<file path="src/rtl/rsb_pkg.sv">
package rsb_pkg;

  localparam int NUM_SIDES = 4;

  typedef struct packed {
    logic shiftEn;
    logic cfgValid;
  } cfgStrobe_t;

  function automatic int trkSelCount(int fs, int numOpin);
    return fs + numOpin + 1;
  endfunction

  function automatic int pinSelCount(int fcIn);
    return NUM_SIDES * fcIn + 1;
  endfunction

  function automatic int chainLen(int w, int numIpin, int numOpin, int fcIn, int fs);
    return NUM_SIDES * w * $clog2(trkSelCount(fs, numOpin)) +
           numIpin * $clog2(pinSelCount(fcIn));
  endfunction

endpackage

</file>
<file path="src/rtl/rsb_cfg_ctrl.sv">
module rsb_cfg_ctrl #(
  parameter int CFG_BITS = 64
) (
  input  logic                clk,
  input  logic                rstN,
  input  logic                cfgEn,
  output rsb_pkg::cfgStrobe_t strobe
);
  localparam int CNT_W = $clog2(CFG_BITS + 1);
  localparam logic [CNT_W-1:0] FULL = CNT_W'(CFG_BITS);

  logic [CNT_W-1:0] bitCnt;
  logic             loaded;

  assign loaded = (bitCnt == FULL);

  always_ff @(posedge clk or negedge rstN) begin
    if (!rstN) begin
      bitCnt <= '0;
    end else if (cfgEn && !loaded) begin
      bitCnt <= bitCnt + 1'b1;
    end
  end

  assign strobe.shiftEn  = cfgEn;
  assign strobe.cfgValid = loaded;
endmodule

</file>
<file path="src/rtl/rsb_cfg_chain.sv">
module rsb_cfg_chain #(
  parameter int CFG_BITS = 64
) (
  input  logic                clk,
  input  rsb_pkg::cfgStrobe_t strobe,
  input  logic                cfgIn,
  output logic                cfgOut,
  output logic [CFG_BITS-1:0] cfgImage
);
  logic [CFG_BITS-1:0] cells;

  always_ff @(posedge clk) begin
    if (strobe.shiftEn) begin
      if (CFG_BITS > 1) begin
        cells <= {cfgIn, cells[CFG_BITS-1:1]};
      end else begin
        cells <= cfgIn;
      end
    end
  end

  assign cfgOut   = cells[0];
  assign cfgImage = cells;
endmodule

</file>
<file path="src/rtl/rsb_route_fabric.sv">
module rsb_route_fabric #(
  parameter int W        = 4,
  parameter int NUM_IPIN = 4,
  parameter int NUM_OPIN = 2,
  parameter int FC_IN    = 2,
  parameter int FC_OUT   = 2,
  parameter int FS       = 3
) (
  input  logic [rsb_pkg::chainLen(W, NUM_IPIN, NUM_OPIN, FC_IN, FS)-1:0] cfgImage,
  input  logic                                   cfgValid,
  input  logic [rsb_pkg::NUM_SIDES*W-1:0]        trkIn,
  input  logic [NUM_OPIN-1:0]                    lbOut,
  output logic [rsb_pkg::NUM_SIDES*W-1:0]        trkOut,
  output logic [NUM_IPIN-1:0]                    lbIn
);
  localparam int SIDES    = rsb_pkg::NUM_SIDES;
  localparam int TSEL_N   = rsb_pkg::trkSelCount(FS, NUM_OPIN);
  localparam int TSEL_W   = $clog2(TSEL_N);
  localparam int PSEL_N   = rsb_pkg::pinSelCount(FC_IN);
  localparam int PSEL_W   = $clog2(PSEL_N);
  localparam int TRK_BITS = SIDES * W * TSEL_W;

  // switch box plus output connection box: one mux per outgoing track
  for (genvar s = 0; s < SIDES; s++) begin : g_side
    for (genvar i = 0; i < W; i++) begin : g_trk
      logic [TSEL_W-1:0] sel;
      logic [TSEL_N-1:0] cand;
      logic              routed;

      assign sel     = cfgImage[(s*W+i)*TSEL_W +: TSEL_W];
      assign cand[0] = 1'b0;

      for (genvar h = 1; h <= FS; h++) begin : g_hop
        assign cand[h] = trkIn[((s + h) % SIDES)*W + i];
      end

      for (genvar p = 0; p < NUM_OPIN; p++) begin : g_opin
        if ((((i - p) % W) + W) % W < FC_OUT) begin : g_wired
          assign cand[FS+1+p] = lbOut[p];
        end else begin : g_absent
          assign cand[FS+1+p] = 1'b0;
        end
      end

      always_comb begin
        routed = 1'b0;
        for (int c = 1; c < TSEL_N; c++) begin
          if (sel == TSEL_W'(c)) routed = cand[c];
        end
      end

      assign trkOut[s*W+i] = cfgValid & routed;
    end
  end

  // input connection box: one mux per logic-block input pin
  for (genvar q = 0; q < NUM_IPIN; q++) begin : g_ipin
    logic [PSEL_W-1:0] sel;
    logic [PSEL_N-1:0] cand;
    logic              routed;

    assign sel     = cfgImage[TRK_BITS + q*PSEL_W +: PSEL_W];
    assign cand[0] = 1'b0;

    for (genvar s = 0; s < SIDES; s++) begin : g_src_side
      for (genvar k = 0; k < FC_IN; k++) begin : g_tap
        assign cand[1 + s*FC_IN + k] = trkIn[s*W + (q + k) % W];
      end
    end

    always_comb begin
      routed = 1'b0;
      for (int c = 1; c < PSEL_N; c++) begin
        if (sel == PSEL_W'(c)) routed = cand[c];
      end
    end

    assign lbIn[q] = cfgValid & routed;
  end
endmodule

</file>
<file path="src/rtl/routing_switch_tile.sv">
module routing_switch_tile #(
  parameter int W        = 4,
  parameter int NUM_IPIN = 4,
  parameter int NUM_OPIN = 2,
  parameter int FC_IN    = 2,
  parameter int FC_OUT   = 2,
  parameter int FS       = 3
) (
  input  logic                           clk,
  input  logic                           rstN,
  input  logic                           cfgEn,
  input  logic                           cfgIn,
  output logic                           cfgOut,
  output logic                           cfgDone,
  input  logic [rsb_pkg::NUM_SIDES*W-1:0] trkIn,
  output logic [rsb_pkg::NUM_SIDES*W-1:0] trkOut,
  input  logic [NUM_OPIN-1:0]            lbOut,
  output logic [NUM_IPIN-1:0]            lbIn
);
  localparam int CFG_BITS = rsb_pkg::chainLen(W, NUM_IPIN, NUM_OPIN, FC_IN, FS);

  rsb_pkg::cfgStrobe_t strobe;
  logic [CFG_BITS-1:0] cfgImage;

  rsb_cfg_ctrl #(.CFG_BITS(CFG_BITS)) ctrl_i (
    .clk    (clk),
    .rstN   (rstN),
    .cfgEn  (cfgEn),
    .strobe (strobe)
  );

  rsb_cfg_chain #(.CFG_BITS(CFG_BITS)) chain_i (
    .clk      (clk),
    .strobe   (strobe),
    .cfgIn    (cfgIn),
    .cfgOut   (cfgOut),
    .cfgImage (cfgImage)
  );

  rsb_route_fabric #(
    .W(W), .NUM_IPIN(NUM_IPIN), .NUM_OPIN(NUM_OPIN),
    .FC_IN(FC_IN), .FC_OUT(FC_OUT), .FS(FS)
  ) fabric_i (
    .cfgImage (cfgImage),
    .cfgValid (strobe.cfgValid),
    .trkIn    (trkIn),
    .lbOut    (lbOut),
    .trkOut   (trkOut),
    .lbIn     (lbIn)
  );

  assign cfgDone = strobe.cfgValid;
endmodule

</file>
<file path="config.mk">
export PLATFORM = sky130hd
export DESIGN_NAME = routing_switch_tile
export DESIGN_NICKNAME = d
export VERILOG_FILES = /design/src/rtl/rsb_pkg.sv /design/src/rtl/rsb_cfg_ctrl.sv /design/src/rtl/rsb_cfg_chain.sv /design/src/rtl/rsb_route_fabric.sv /design/src/rtl/routing_switch_tile.sv
export SDC_FILE = /design/constraint.sdc
export NUM_CORES = 1
export LEC_CHECK = 0
export BUFFER_PORTS_ARGS = -buffer_cell sky130_fd_sc_hd__buf_2
export CAP_MARGIN = 20
export CELL_PAD_IN_SITES_DETAIL_PLACEMENT = 1
export CELL_PAD_IN_SITES_GLOBAL_PLACEMENT = 1
export CORE_ASPECT_RATIO = 0.9
export CORE_UTILIZATION = 25
export CTS_CLUSTER_DIAMETER = 150
export CTS_CLUSTER_SIZE = 12
export DETAILED_ROUTE_END_ITERATION = 10
export GPL_TIMING_DRIVEN = 0
export PLACE_DENSITY_LB_ADDON = 0.08
export SYNTH_ARGS = -nofsm -noshare
export SYNTH_HDL_FRONTEND = slang
export SYNTH_SLANG_ARGS = --single-unit
</file>
<file path="constraint.sdc">
create_clock -name clk -period 4.4 [get_ports clk]
set_input_delay 0.44 -clock clk [delete_from_list [all_inputs] [get_ports clk]]
set_output_delay 0.44 -clock clk [all_outputs]
set_load 0.01 [all_outputs]
</file>
==> metrics.md <==
| Metric | Value |
|---|---|
| Cell Count, Final, Fillers Out | `455` |
| Clock Latency Late Sink | `0.34 ns` |
| Reg2reg start | `ctrl_i.bitCnt[0]` |
| Nature of the critical path endpoint | `primary output` |
| I/O Pins | `44` |
| FF-to-FF path depth | `6` |
| TritonCTS clock tree | `yes` |
| Final WS setup | `1.63 ns` |
| Syn avg cell area | `13.6 µm²` |
| Synth top area share | `59.7%` |
| Skew final | `0.00760 ns` |
| Slew margin rel. | `39.8%` |
| Routability cong. | `0.696` |
| Post-CTS setup buffer count | `0` |
| Vias after detailed routing | `2109` |
| Share of cells above drive strength 1 | `22.0%` |
| DRT Wirelength | `8.16 mm` |
| FF+latch count, synth | `71` |
| Status | `completed` |
| Largest net degree at the start of global routing | `69` |
| Die X | `122 µm` |
| Post-place instance area | `3630 µm²` |
| Setup TNS | `0 ns` |
| H-tree depth | `3` |
| Cell count after synthesis | `237` |
| CP startpoint kind | `register` |
| Root buffer cell | `clkbuf_16` |
| Global-route wire length before repair | `12.7 mm` |
| Fin area | `3950 µm²` |
| Overflow after GRT | `0` |
| Mapped Area | `3220 µm²` |
| Async S/R FF share, synth | `9.86%` |
| CP Max Fanout | `10` |
| Pwr per Cell Area | `462 nW/µm²` |
| Initial antenna violation count | `0` |
| Least-Margin Pin Slew | `0.903 ns` |
| # diodes | `0` |
| Vias in the first global route | `2120` |
| Synth area leader | `edfxtp_1` |
| Area grow syn2layout | `22.8%` |
| Minimum clock period | `2.77 ns` |
| Worst EP arrival | `2.33 ns` |
| Commonest register cell after synthesis | `edfxtp_1` |
| Final Max Tran Viols | `0` |
| Starting Density | `26.1%` |
| Clock slew seen by the registers of the worst setup and hold paths | `0.06 ns` |
| Worst Path Required | `3.96 ns` |
| Number of antenna-violating nets in the routed design | `0` |
| Number of port buffers | `41` |
| Core area | `12300 µm²` |
| Vias per Instance | `4.64` |
| Lkg Pwr | `1.49 nW` |
| Crit path kind | `reg2out` |
| Worst vdd ir | `171 µV` |
| Setup crit start | `ctrl_i.bitCnt[0]` |
| Fmax | `361 MHz` |
| Post-synthesis net count | `261` |
| Gr usage total | `13.4%` |
| Die height | `110 µm` |
| Final setup vio count | `0` |
| Min-delay worst type | `in2reg` |
| RSZ-0062 raised after global routing | `no` |
| Seq/Total Area, Yosys | `65.1%` |
| Worst Hold Depth | `1` |
| CTS buffer count | `9` |
| HP Start | `cfgIn` |
| Net count, final | `314` |
| Maximum buffer depth of the clock tree | `2` |
| Hold Fails Final Rpt | `0` |
| Clk sinks | `71` |
| EDFF count, synth | `64` |
| Hold Buf Count CTS | `1` |
| Post-cts gate resize count | `0` |
| Placed Cells incl. Taps | `438` |
| Drt first-iter violations | `114` |
| Rows | `38` |
| Max-cap viol count | `0` |
| Ys Warns | `0` |
| Drt wl/cell | `17.9 µm` |
| Post-route DRC | `0` |
| Fin crit share | `63.0%` |
| Hpwl dp | `5.48 mm` |
| Die footprint | `13300 µm²` |
| Top cells by area, synth | `edfxtp_1 60%, dfrtp_1 5.4%, mux2i_1 5.0%, a21oi_1 3.6%, mux4_1 3.3%` |
| Drt pass-1 iters | `4` |
| Worst slack, placed | `1.93 ns` |
| Cell variety after synth | `28` |
power breakdown:
group          total (W)  switching, W  internal (W)
Combinational   0.000159     0.0000766     0.0000822
Clock           0.000791      0.000280      0.000511
Sequential      0.000876     0.0000679      0.000808
Total            0.00183      0.000425       0.00140
worst max-delay path, cell delays in order (launching register included):
cell and delay, ns:
dfrtp_1 0.43, inv_1 0.08, ha_1 0.15, nor4b_1 0.30
nand3b_1 0.26, buf_2 0.28, nor3_1 0.31, buf_2 0.19
cells by family after synthesis:
| family | share of synthesized area (%) |
|---|---|
| adder cells (fa/ha/maj) | 0.777 |
| XOR/XNOR | 1.63 |
| flip-flops | 65.1 |
| AO/OA/AOI/OAI | 7.35 |
| buffers and inverters | 1.32 |
| multiplexers | 11.4 |
| AND/OR/NAND/NOR | 12.4 |
per-stage QoR:
stage | power, W | utilization [%] | hold slack [ns]
floorplan | 0.000975 | - | 0.144
detailed placement | 0.00105 | 29.5 | 0.288
global placement | 0.00105 | 29.4 | 0.289
global route | 0.00190 | 32.1 | 0.283
CTS | 0.00185 | 32.1 | 0.273
finish | 0.00183 | 32.1 | 0.283
layout make-up:
class / count / area, µm²
well taps: 160 / 200
inverters: 7 / 26.3
clock buffers: 12 / 246
multi-input cells: 155 / 1080
plain buffers: 4 / 16.3
fillers: 1335 / 8360
flip-flops and latches: 71 / 2100
repair buffers: 42 / 218
clock inverters: 4 / 70.1
layout by cell type, fill, tap and decap left out:
cell           instances
nand2_1               14
a31oi_1                2
nor3_1                 8
ha_1                   2
buf_1                  1
or3_1                  4
and3_1                 1
a21oi_1               23
bufinv_16              2
o22ai_1                3
inv_1                  7
nand4_1                3
clkbuf_16              9
buf_2                 41
nor4b_1                5
xnor2_1                6
nand3_1                5
o21ai_0                5
mux2i_1               16
mux2_2                 9
edfxtp_1              64
nand2b_1               6
a211oi_1               4
nand3b_1               3
mux4_1                 4
clkinv_2               2
dfrtp_1                7
dlygate4sd3_1          1
nor2_1                19
a221oi_1               4
clkbuf_1               4
buf_4                  1
nor2b_1                9
clkbuf_8               1
registers in the layout (all words and copies together) (netlist names):
register,count
ctrl_i.bitCnt,7
chain_i.cfgImage,64
cell usage after synthesis, drive strengths merged, types with 6 or more instances:
master / n
a21oi: 23
dfrtp: 7
edfxtp: 64
inv: 7
mux2: 9
mux2i: 16
nand2: 14
nand2b: 6
nor2: 19
nor2b: 9
nor3: 8
xnor2: 6
per-layer routing:
layer / track usage (%) / part of all wire, %
met2: 19.5 / 44
met4: 5.82 / 1.8
met5: 0 / 0
met3: 3.37 / 3.4
met1: 18.8 / 51
final timing paths:
check	to	slack, ns
setup / recovery	trkOut[10]	1.63
hold / removal	chain_i.cfgImage[63]	0.28
setup reg to reg	ctrl_i.bitCnt[1]	2.54
hold reg to reg	chain_i.cfgImage[34]	0.45
max in group asynchronous	ctrl_i.bitCnt[1]	3.76
min in group asynchronous	ctrl_i.bitCnt[4]	0.48
No activity file was read; power rests on OpenSTA's default activity.
